[config.mk]
export PLATFORM = sky130hd
export DESIGN_NAME = vec_irq_ctrl
export DESIGN_NICKNAME = d
export VERILOG_FILES = /design/src/rtl/vic_pkg.sv /design/src/rtl/vic_datapath.sv /design/src/rtl/vic_arbiter.sv /design/src/rtl/vic_control.sv /design/src/rtl/vec_irq_ctrl.sv
export SDC_FILE = /design/constraint.sdc
export NUM_CORES = 1
export LEC_CHECK = 0
export ABC_AREA = 1
export BUFFER_PORTS_ARGS = -buffer_cell sky130_fd_sc_hd__buf_2
export CORE_ASPECT_RATIO = 1.5
export CORE_MARGIN = 5
export CORE_UTILIZATION = 45
export CTS_CLUSTER_DIAMETER = 80
export DETAILED_ROUTE_END_ITERATION = 12
export GPL_TIMING_DRIVEN = 0
export PLACE_DENSITY_LB_ADDON = 0.1
export SYNTH_ARGS = -nofsm -noshare
export SYNTH_HDL_FRONTEND = slang
export SYNTH_SLANG_ARGS = --single-unit
[constraint.sdc]
create_clock -name clk -period 44.8 [get_ports clk]
set_clock_uncertainty 0.05 [all_clocks]
set_input_delay 6.72 -clock clk [delete_from_list [all_inputs] [get_ports clk]]
set_output_delay 6.72 -clock clk [all_outputs]
set_load 0.1 [all_outputs]
[src/rtl/vic_pkg.sv]
package vic_pkg;
  localparam int LEVEL_W = 3;
  localparam int MODE_W  = 2;

  typedef enum logic [1:0] {
    EDGE_RISE = 2'd0,
    EDGE_FALL = 2'd1,
    EDGE_BOTH = 2'd2,
    LEVEL_LOW = 2'd3
  } extMode_e;

  // strobes from control to datapath
  typedef struct packed {
    logic ackTake;
  } ctlStrobe_t;
endpackage

[src/rtl/vic_datapath.sv]
module vic_datapath import vic_pkg::*; #(
  parameter int NUM_GROUPS  = 36,
  parameter int NUM_CLASSES = 12,
  parameter int NUM_EXT     = 6,
  parameter int EXT_BASE    = 30,
  parameter int SYS_FIRST   = 1,
  parameter int SYS_LAST    = 3,
  parameter int ADDR_W      = 6,
  parameter int DATA_W      = 32,
  parameter int GIDX_W      = 6,
  parameter int ADDR_EN     = 0,
  parameter int ADDR_PEND   = 4,
  parameter int ADDR_MODE   = 8,
  parameter int ADDR_LVL    = 32
) (
  input  logic                          clk,
  input  logic                          rstN,
  input  logic [ADDR_W-1:0]             regAddr,
  input  logic                          regWr,
  input  logic [DATA_W-1:0]             regWdata,
  output logic [DATA_W-1:0]             regRdata,
  input  logic [NUM_GROUPS-1:0]         irqIn,
  input  logic [NUM_EXT-1:0]            extPin,
  input  ctlStrobe_t                    strobe,
  input  logic [GIDX_W-1:0]             curGroup,
  output logic [NUM_GROUPS-1:0]         activeVec,
  output logic [NUM_GROUPS*LEVEL_W-1:0] groupLevel
);
  localparam int GPC  = NUM_GROUPS / NUM_CLASSES;
  localparam int ENW  = (NUM_GROUPS + DATA_W - 1) / DATA_W;
  localparam int PADW = ENW * DATA_W;

  logic [NUM_EXT-1:0]        syncA, syncB, prevQ, edgeHit;
  logic [MODE_W*NUM_EXT-1:0] modeQ;
  logic [LEVEL_W-1:0]        classLvl [NUM_CLASSES];
  logic [NUM_GROUPS-1:0]     enableQ, pendQ;
  logic [PADW-1:0]           enPad, pendPad;
  logic                      wrMode;

  assign wrMode = regWr && (regAddr == ADDR_W'(ADDR_MODE));

  // two-flop synchronizer plus history; pins idle high
  always_ff @(posedge clk or negedge rstN) begin
    if (!rstN) begin
      syncA <= '1;
      syncB <= '1;
      prevQ <= '1;
    end else begin
      syncA <= extPin;
      syncB <= syncA;
      prevQ <= syncB;
    end
  end

  always_comb begin
    for (int e = 0; e < NUM_EXT; e++) begin
      case (extMode_e'(modeQ[e*MODE_W +: MODE_W]))
        EDGE_RISE: edgeHit[e] = syncB[e] & ~prevQ[e];
        EDGE_FALL: edgeHit[e] = ~syncB[e] & prevQ[e];
        EDGE_BOTH: edgeHit[e] = syncB[e] ^ prevQ[e];
        default:   edgeHit[e] = 1'b0;
      endcase
    end
  end

  always_ff @(posedge clk or negedge rstN) begin
    if (!rstN) modeQ <= '0;
    else if (wrMode) modeQ <= regWdata[MODE_W*NUM_EXT-1:0];
  end

  always_ff @(posedge clk or negedge rstN) begin
    if (!rstN) begin
      for (int c = 0; c < NUM_CLASSES; c++) classLvl[c] <= '1;
    end else begin
      for (int c = 0; c < NUM_CLASSES; c++)
        if (regWr && regAddr == ADDR_W'(ADDR_LVL + c)) classLvl[c] <= regWdata[LEVEL_W-1:0];
    end
  end

  always_ff @(posedge clk or negedge rstN) begin
    if (!rstN) enableQ <= '0;
    else begin
      for (int g = 0; g < NUM_GROUPS; g++)
        if (regWr && regAddr == ADDR_W'(ADDR_EN + g / DATA_W)) enableQ[g] <= regWdata[g % DATA_W];
    end
  end

  for (genvar g = 0; g < NUM_GROUPS; g++) begin : g_grp
    localparam bit IS_SYS = (g >= SYS_FIRST) && (g <= SYS_LAST);
    logic setEv, clrEv, lvlMode, lvlVal, pendBit;

    assign clrEv = (regWr && regAddr == ADDR_W'(ADDR_PEND + g / DATA_W) && regWdata[g % DATA_W])
                || (strobe.ackTake && curGroup == GIDX_W'(g));

    if (g >= EXT_BASE && g < EXT_BASE + NUM_EXT) begin : g_ext
      localparam int E = g - EXT_BASE;
      logic unusedIrq;
      assign unusedIrq = irqIn[g];
      assign setEv   = edgeHit[E];
      assign lvlMode = (modeQ[E*MODE_W +: MODE_W] == LEVEL_LOW);
      assign lvlVal  = ~syncB[E];
    end else begin : g_int
      assign setEv   = irqIn[g];
      assign lvlMode = 1'b0;
      assign lvlVal  = 1'b0;
    end

    always_ff @(posedge clk or negedge rstN) begin
      if (!rstN)        pendBit <= 1'b0;
      else if (lvlMode) pendBit <= lvlVal;
      else if (setEv)   pendBit <= 1'b1;
      else if (clrEv)   pendBit <= 1'b0;
    end

    assign pendQ[g]     = pendBit;
    assign activeVec[g] = pendBit & (enableQ[g] | IS_SYS);
    assign groupLevel[g*LEVEL_W +: LEVEL_W] = classLvl[g / GPC];
  end

  assign enPad   = PADW'(enableQ);
  assign pendPad = PADW'(pendQ);

  always_comb begin
    regRdata = '0;
    for (int w = 0; w < ENW; w++) begin
      if (regAddr == ADDR_W'(ADDR_EN + w))   regRdata = enPad[w*DATA_W +: DATA_W];
      if (regAddr == ADDR_W'(ADDR_PEND + w)) regRdata = pendPad[w*DATA_W +: DATA_W];
    end
    if (regAddr == ADDR_W'(ADDR_MODE)) regRdata = DATA_W'(modeQ);
    for (int c = 0; c < NUM_CLASSES; c++)
      if (regAddr == ADDR_W'(ADDR_LVL + c)) regRdata = DATA_W'(classLvl[c]);
  end
endmodule

[src/rtl/vic_arbiter.sv]
module vic_arbiter import vic_pkg::*; #(
  parameter int NUM_GROUPS = 36,
  parameter int GIDX_W     = 6
) (
  input  logic [NUM_GROUPS-1:0]         activeVec,
  input  logic [NUM_GROUPS*LEVEL_W-1:0] groupLevel,
  output logic                          winValid,
  output logic [GIDX_W-1:0]             winGroup,
  output logic [LEVEL_W-1:0]            winLevel
);
  // scan downward so an equal level at a lower index replaces the holder
  always_comb begin
    winValid = 1'b0;
    winGroup = '0;
    winLevel = '1;
    for (int g = NUM_GROUPS - 1; g >= 0; g--) begin
      if (activeVec[g] && groupLevel[g*LEVEL_W +: LEVEL_W] <= winLevel) begin
        winValid = 1'b1;
        winGroup = GIDX_W'(g);
        winLevel = groupLevel[g*LEVEL_W +: LEVEL_W];
      end
    end
  end
endmodule

[src/rtl/vic_control.sv]
module vic_control import vic_pkg::*; #(
  parameter int GIDX_W = 6
) (
  input  logic               clk,
  input  logic               rstN,
  input  logic               winValid,
  input  logic [GIDX_W-1:0]  winGroup,
  input  logic [LEVEL_W-1:0] winLevel,
  input  logic [LEVEL_W-1:0] cpuMask,
  input  logic               cpuAck,
  output logic               cpuReq,
  output logic [GIDX_W-1:0]  cpuGroup,
  output ctlStrobe_t         strobe
);
  logic              reqQ;
  logic [GIDX_W-1:0] groupQ;

  assign strobe.ackTake = reqQ && cpuAck;

  always_ff @(posedge clk or negedge rstN) begin
    if (!rstN) begin
      reqQ   <= 1'b0;
      groupQ <= '0;
    end else if (strobe.ackTake) begin
      reqQ   <= 1'b0;              // group number frozen for this cycle
    end else begin
      reqQ <= winValid && (winLevel < cpuMask);
      if (winValid) groupQ <= winGroup;
    end
  end

  assign cpuReq   = reqQ;
  assign cpuGroup = groupQ;
endmodule

[src/rtl/vec_irq_ctrl.sv]
module vec_irq_ctrl import vic_pkg::*; #(
  parameter int NUM_GROUPS  = 36,
  parameter int NUM_CLASSES = 12,
  parameter int NUM_EXT     = 6,
  parameter int EXT_BASE    = 30,
  parameter int SYS_FIRST   = 1,
  parameter int SYS_LAST    = 3,
  parameter int ADDR_W      = 6,
  parameter int DATA_W      = 32
) (
  input  logic                          clk,
  input  logic                          rstN,
  input  logic [ADDR_W-1:0]             regAddr,
  input  logic                          regWr,
  input  logic [DATA_W-1:0]             regWdata,
  output logic [DATA_W-1:0]             regRdata,
  input  logic [NUM_GROUPS-1:0]         irqIn,
  input  logic [NUM_EXT-1:0]            extPin,
  input  logic [LEVEL_W-1:0]            cpuMask,
  input  logic                          cpuAck,
  output logic                          cpuReq,
  output logic [$clog2(NUM_GROUPS)-1:0] cpuGroup
);
  localparam int GIDX_W = $clog2(NUM_GROUPS);

  ctlStrobe_t                    strobe;
  logic [NUM_GROUPS-1:0]         activeVec;
  logic [NUM_GROUPS*LEVEL_W-1:0] groupLevel;
  logic                          winValid;
  logic [GIDX_W-1:0]             winGroup;
  logic [LEVEL_W-1:0]            winLevel;

  vic_datapath #(
    .NUM_GROUPS(NUM_GROUPS), .NUM_CLASSES(NUM_CLASSES), .NUM_EXT(NUM_EXT),
    .EXT_BASE(EXT_BASE), .SYS_FIRST(SYS_FIRST), .SYS_LAST(SYS_LAST),
    .ADDR_W(ADDR_W), .DATA_W(DATA_W), .GIDX_W(GIDX_W)
  ) u_dp (
    .clk(clk), .rstN(rstN), .regAddr(regAddr), .regWr(regWr), .regWdata(regWdata),
    .regRdata(regRdata), .irqIn(irqIn), .extPin(extPin), .strobe(strobe),
    .curGroup(cpuGroup), .activeVec(activeVec), .groupLevel(groupLevel)
  );

  vic_arbiter #(.NUM_GROUPS(NUM_GROUPS), .GIDX_W(GIDX_W)) u_arb (
    .activeVec(activeVec), .groupLevel(groupLevel),
    .winValid(winValid), .winGroup(winGroup), .winLevel(winLevel)
  );

  vic_control #(.GIDX_W(GIDX_W)) u_ctl (
    .clk(clk), .rstN(rstN), .winValid(winValid), .winGroup(winGroup), .winLevel(winLevel),
    .cpuMask(cpuMask), .cpuAck(cpuAck), .cpuReq(cpuReq), .cpuGroup(cpuGroup), .strobe(strobe)
  );
endmodule

* Word-level counts from Yosys, hierarchy flattened
Index checks and enable logic that the tools add are counted.
** Operators by class
- $lt $le $gt $ge :: 37
- Equal/unequal tests :: 69
- Muxes and demuxes :: 210
- Bitwise gates (word level) :: 64
- Reductions and logical operators :: 208
** Operators by type and width (count)
- 2-to-1 mux 32 bit :: 17
- 2-to-1 mux 6 bit :: 36
- logical AND 1 bit :: 127
- 2-to-1 mux 1 bit :: 115
- 2-to-1 mux 3 bit :: 36
- <= comparator 3 bit :: 35
- == test 6 x 5 -> 1 bit, second input constant :: 16
- == test 6 bit, second input constant :: 16
- nonzero test 2 bit :: 30
- == test 6 x 4 -> 1 bit, second input constant :: 9
- bitwise AND 1 bit :: 45
- == test 6 x 3 -> 1 bit, second input constant :: 6
- logical OR 1 bit :: 36
- == test 2 bit, second input constant :: 12
- case mux 1 bit (3 select lines) :: 6
- nonzero test 3 bit :: 6
- NOT 1 bit :: 13
- == test 2 x 1 -> 1 bit, second input constant :: 6
- == test 6 x 1 -> 1 bit, second input constant :: 2
- == test 6 x 2 -> 1 bit, second input constant :: 2
- logical NOT 2 bit :: 6
- logical NOT 6 bit :: 2
- bitwise XOR 1 bit :: 6
- <= comparator 3 bit, second input constant :: 1
- other kinds (2) :: 2
** Storage, ports and cells
- Register bits after elaboration :: 145
- Input bits :: 87
- Logic and storage cells :: 644

* Logic depth before layout (Yosys ltp)
- Depth in word-level cells :: 111
- Gate-level depth with buffers :: 280
- Depth with buffers taken out :: 277

* Modules after synthesis
Synthesis repeated with hierarchy kept, for this count alone.
** Second synthesis, totals
- Cell total of the unflattened synthesis :: 1740
- Area total of the unflattened synthesis :: 11880.1 um^2
** Modules (own cells, without submodules)
- vic_datapath :: times used 1, cells an instance 908, area an instance 7405.9 um^2, seq. area each 3520.9 um^2
- vic_arbiter :: times used 1, cells an instance 792, area an instance 4136.5 um^2, seq. area each 0.0 um^2
- vic_control :: times used 1, cells an instance 40, area an instance 337.8 um^2, seq. area each 175.2 um^2

* Worst setup path after synthesis
No wires, ideal clock.
- Path kind :: flip-flop to flip-flop
- From :: register u_dp.g_grp[34].pendBit
- To :: register u_ctl.groupQ[5], in the netlist u_ctl.cpuGroup[5]
- Setup time :: 123 ps
- Arrival :: 26032 ps
- Required time :: 44627 ps
- Slack :: 18596 ps
- Stages on the path, launching flop included :: 236
- Buffers on the path :: 4
- Clock period less this slack :: 26204 ps
- Cells stage by stage :: dfrtp_1 -> nand2_1 -> nand2_2 -> inv_2 -> nor2_1 -> ha_1 -> a21oi_1 -> nand2_1 -> nand2_1 -> nand2_2 -> a21oi_1 -> ha_1 -> a21oi_1 -> nand2_1 -> nand2_1 -> nand3_2 -> buf_6 -> o21ai_0 -> [200 not listed] -> nand2_1 -> nand2_1 -> nand2_1 -> o21ai_0 -> ha_1 -> nand2_1 -> o21ai_0 -> nand2_1 -> nand3_1 -> nand2_1 -> inv_1 -> nand4_1 -> nor4_2 -> nand3_4 -> nand2_4 -> inv_4 -> nand2_2 -> o21ai_2
** On the way
- Cells in the longest elaborated chain, start to end :: 106
- Elaborated cells on any way between the ends :: 175
- Those cells by class :: order compare (34); mux (104); bitwise (1); reduce/logical (36)
** Ends and longest elaborated chain
- start: declaration :: RTL line vic_datapath.sv:90 : logic setEv, clrEv, lvlMode, lvlVal, pendBit;
- start signal: assignment :: RTL line vic_datapath.sv:110 : else if (lvlMode) pendBit <= lvlVal;
- bitwise AND 1 bit (*) :: RTL line vic_datapath.sv:116 : assign activeVec[g] = pendBit & (enableQ[g] | IS_SYS);
- logical AND 1 bit (*) :: RTL line vic_arbiter.sv:17 : if (activeVec[g] && groupLevel[g*LEVEL_W +: LEVEL_W] <= winLevel) begin
- 2-to-1 mux 3 bit :: RTL line vic_arbiter.sv:17
- <= comparator 3 bit :: RTL line vic_arbiter.sv:17
- logical AND 1 bit :: RTL line vic_arbiter.sv:17
- 2-to-1 mux 3 bit :: RTL line vic_arbiter.sv:17
- <= comparator 3 bit :: RTL line vic_arbiter.sv:17
- logical AND 1 bit :: RTL line vic_arbiter.sv:17
- [90 not listed]
- 2-to-1 mux 3 bit :: RTL line vic_arbiter.sv:17
- <= comparator 3 bit :: RTL line vic_arbiter.sv:17
- logical AND 1 bit :: RTL line vic_arbiter.sv:17
- 2-to-1 mux 3 bit :: RTL line vic_arbiter.sv:17
- <= comparator 3 bit :: RTL line vic_arbiter.sv:17
- logical AND 1 bit :: RTL line vic_arbiter.sv:17
- 2-to-1 mux 1 bit :: RTL line vic_arbiter.sv:17
- AND reduction 2 bit (no source line)
- end signal: assignment :: RTL line vic_control.sv:28 : if (winValid) groupQ <= winGroup;
- end: declaration :: RTL line vic_control.sv:16 : logic [GIDX_W-1:0] groupQ;
Every way passes the cells marked *; elsewhere a longest branch is shown, timed or not.
A chain may end at the register's enable or synchronous reset.

* Worst setup path after layout
Ends and elaborated chain as after synthesis.

==> results by group <==
Worst setup path
  • WP data required: 45,060 ps
  • Critical-path maximum fanout: 10
  • Worst path bufs/invs: 33
  • CP delay by family, top: simple AND/OR/NAND/NOR gates
  • Worst Setup End Kind: register
  • Max stage delay on crit path: 430 ps
  • Critical path start-end classification: reg2reg
  • Crit path top cell by count: nand2_1
  • Crit path DAT: 30,930 ps
  • Critical Path Source Type: register
  • CP max-delay cell: dfrtp_1

Placement
  • Placed cell areas: 0.0122 mm2
  • Placed Cells: 2,059
  • Final GP Congestion: 0.909
  • Post-DP HPWL: 30,300 um
  • Port Buffers: 118
  • Post-place setup slack: 14,130 ps

Clock tree
  • Clock Latency Late Sink: 430 ps
  • Clk Tree Root Cell: clkbuf_16
  • # clock sinks: 145
  • Clock Tree Buf Depth: 2
  • Post-CTS setup buffers: 0
  • Hold_buf cts: 0
  • CTS Buf Count: 17
  • Worst-path clk slew: 60 ps
  • Post-cts resize count: 0
  • H-tree Lvls: 4
  • CTS tree: yes

STA
  • Achievable frequency: 32.6 MHz
  • Period utilisation layout: 68.4%
  • Final setup fails: 0
  • Worst slew pin tran: 968 ps
  • Final WS setup: 14,140 ps
  • Slew headroom: 35.0%
  • Final hold violation count: 0
  • RSZ-0062 raised after global routing: no
  • Final setup TNS: 0 ps
  • Period minus WS final: 30,660 ps
  • Final Slew Violations: 0

Yosys
  • Post-Synth Simple-Gate Area: 33.7%
  • Synthesis-stage register bit count: 145
  • Largest area contributor in the netlist: dfrtp_1
  • Net Count, Synth: 1,761
  • Synth Cell Area: 0.0112 mm2
  • Top FF cell, synth: dfrtp_1
  • Main combinational cell family by area after synthesis: simple AND/OR/NAND/NOR gates
  • Avg Inst Size Synth: 6.92 um2
  • Multiplexer area fraction after synthesis: 0%
  • Synth top area share: 20.4%
  • Post-synth top cells: 479 x nand2_1, 235 x inv_1, 161 x o21ai_0
  • Mapped Cells: 1,616
  • Seq/Total Area, Yosys: 33.0%
  • Adder-cell share of the synthesized area: 6.49%
  • YS warnings: 0
  • Async S/R FF share, synth: 100%
  • Most frequent cell after synthesis: nand2_1
  • Post-synthesis compound-gate area fraction: 17.0%
  • Post-synth EDFFs: 0
  • Netlist cell types: 51
  • XOR/XNOR Fraction of Synth Area: 0%
  • Synth area leaders: dfrtp_1 20%, nand2_1 16%, dfstp_2 13%

Cells and area
  • ANT cells: 0
  • Area grow syn2layout: 14.2%
  • Fill cell count: 2,512
  • Design Area, Final: 0.0128 mm2
  • Fin cells: 2,091
  • Layout cells sized above 1: 18.6%
  • Fin nets: 1,899

Route
  • Overall routed net length: 37,800 um
  • Routed vias: 11,300
  • Vias per inst: 5.40
  • DR pass1 iterations: 6
  • Post-route ant nets: 0
  • DRC: 0
  • Initial drt markers: 667
  • Drt wl/cell: 18.1 um

Floorplan
  • Initial core utilization: 45.8%
  • Area of the core: 0.0244 mm2
  • Ports: 126
  • Die H: 203 um
  • Die area: 0.0282 mm2
  • Die X: 139 um
  • Row cnt: 70

Global route
  • Initial antenna violation count: 0
  • Vias in the first global route: 10,900
  • GRT overflow: 0
  • Largest net degree at the start of global routing: 75
  • Global-route usage over all layers: 26.5%
  • Wire length of the first global-routing pass: 58,700 um

Pwr
  • Total Power: 970 uW
  • LEAKAGE: 6.64 nW
  • Worst vdd ir: 0.0784 mV
  • Pwr dens: 75.9 mW/mm2

Min path
  • Hold crit path type: reg2reg

Outcome
  • Status: completed

Run
  • Max-Cap Viols: 0
## flip-flops by register name, summed over array words and instances, names as in the netlist
name and count:
u_ctl.cpuGroup 6, u_ctl.cpuReq 1, u_dp.enableQ 36, u_dp.g_grp.pendBit 36, u_dp.groupLevel 36, u_dp.modeQ 12
u_dp.prevQ 6, u_dp.syncA 6, u_dp.syncB 6
## metal layers
| layer | part of all wire [%] | up-vias | track usage (%) |
|---|---|---|---|
| met5 | 0 | - | 0 |
| met4 | 3.9 | 0 | 10.3 |
| met3 | 4.9 | 64 | 3.61 |
| met2 | 50 | 347 | 48.1 |
| met1 | 41 | 5292 | 31.6 |
| li1 | - | 5587 | - |
## worst register-to-register path, delay by kind of cell (launching register included)
kind	cells	cell delay, ps
buf+inv	33	2100
simple gates	141	11920
compound gates	39	8540
flops	1	430
fa+ha+maj	34	7520
## through the flow
| stage | utilization [%] | hold WS (ps) |
|---|---|---|
| global placement | 49.9 | 296 |
| CTS | 52.3 | 306 |
| finish | 52.3 | 306 |
| detailed placement | 50.0 | 297 |
| global route | 52.3 | 305 |
| floorplan | - | 295 |
## cells in the final DEF (no fill, tap or decap), drive strengths merged, types with 6 or more instances in the layout
master | synthesis | final
o22ai | 17 | 17
o211ai | 9 | 9
dfstp | 54 | 54
buf | 5 | 124
nor2 | 65 | 65
ha | 58 | 58
nand3b | 9 | 9
o21ai | 176 | 176
o21bai | 30 | 30
nand3 | 142 | 142
dfrtp | 91 | 91
nor3 | 6 | 6
o221ai | 7 | 7
nand4 | 29 | 29
a32o | 9 | 9
clkinvlp | 0 | 6
nand2 | 558 | 558
o21a | 8 | 8
a32oi | 7 | 7
clkbuf | 23 | 42
a21oi | 22 | 22
a22o | 6 | 6
inv | 256 | 262
## cell families after synthesis
family                   after synthesis
AO/OA/AOI/OAI                        311
adder cells (fa/ha/maj)               58
buffers and inverters                286
AND/OR/NAND/NOR                      816
flip-flops                           145
## layout make-up
cell class	instances	area (um2)	share of cell area, %
Multi-Input combinational cell	1185	6390	50.0
Sequential cell	145	3700	28.9
Inverter	258	971	7.60
Timing Repair Buffer	119	624	4.89
Clock buffer	19	433	3.39
Tap cell	324	405	3.17
Buffer	28	129	1.01
Clock inverter	13	128	0.999
## final timing paths
| path | from | end | slack, ps | cells past startpoint |
|---|---|---|---|---|
| worst max-delay path | u_dp.g_grp[34].pendBit | u_ctl.cpuGroup[5] | 14140 | 247 |
| worst max register to register | u_dp.g_grp[34].pendBit | u_ctl.cpuGroup[5] | 14140 | 247 |
| max in group asynchronous | rstN | u_dp.groupLevel[54] | 37570 | 2 |
| worst min-delay path | u_dp.syncA[2] | u_dp.syncB[2] | 310 | 0 |
| worst min register to register | u_dp.syncA[2] | u_dp.syncB[2] | 310 | 0 |
| min in group asynchronous | rstN | u_dp.modeQ[11] | 6260 | 1 |
## power by group
part / switching, mW / internal [mW] / leakage, nW
Clock: 0.0610 / 0.0774 / 0.254
Sequential: 0.0187 / 0.150 / 1.61
Combinational: 0.441 / 0.222 / 4.78
Total: 0.521 / 0.450 / 6.64
Note: power is estimated with default switching activity, not from simulation.
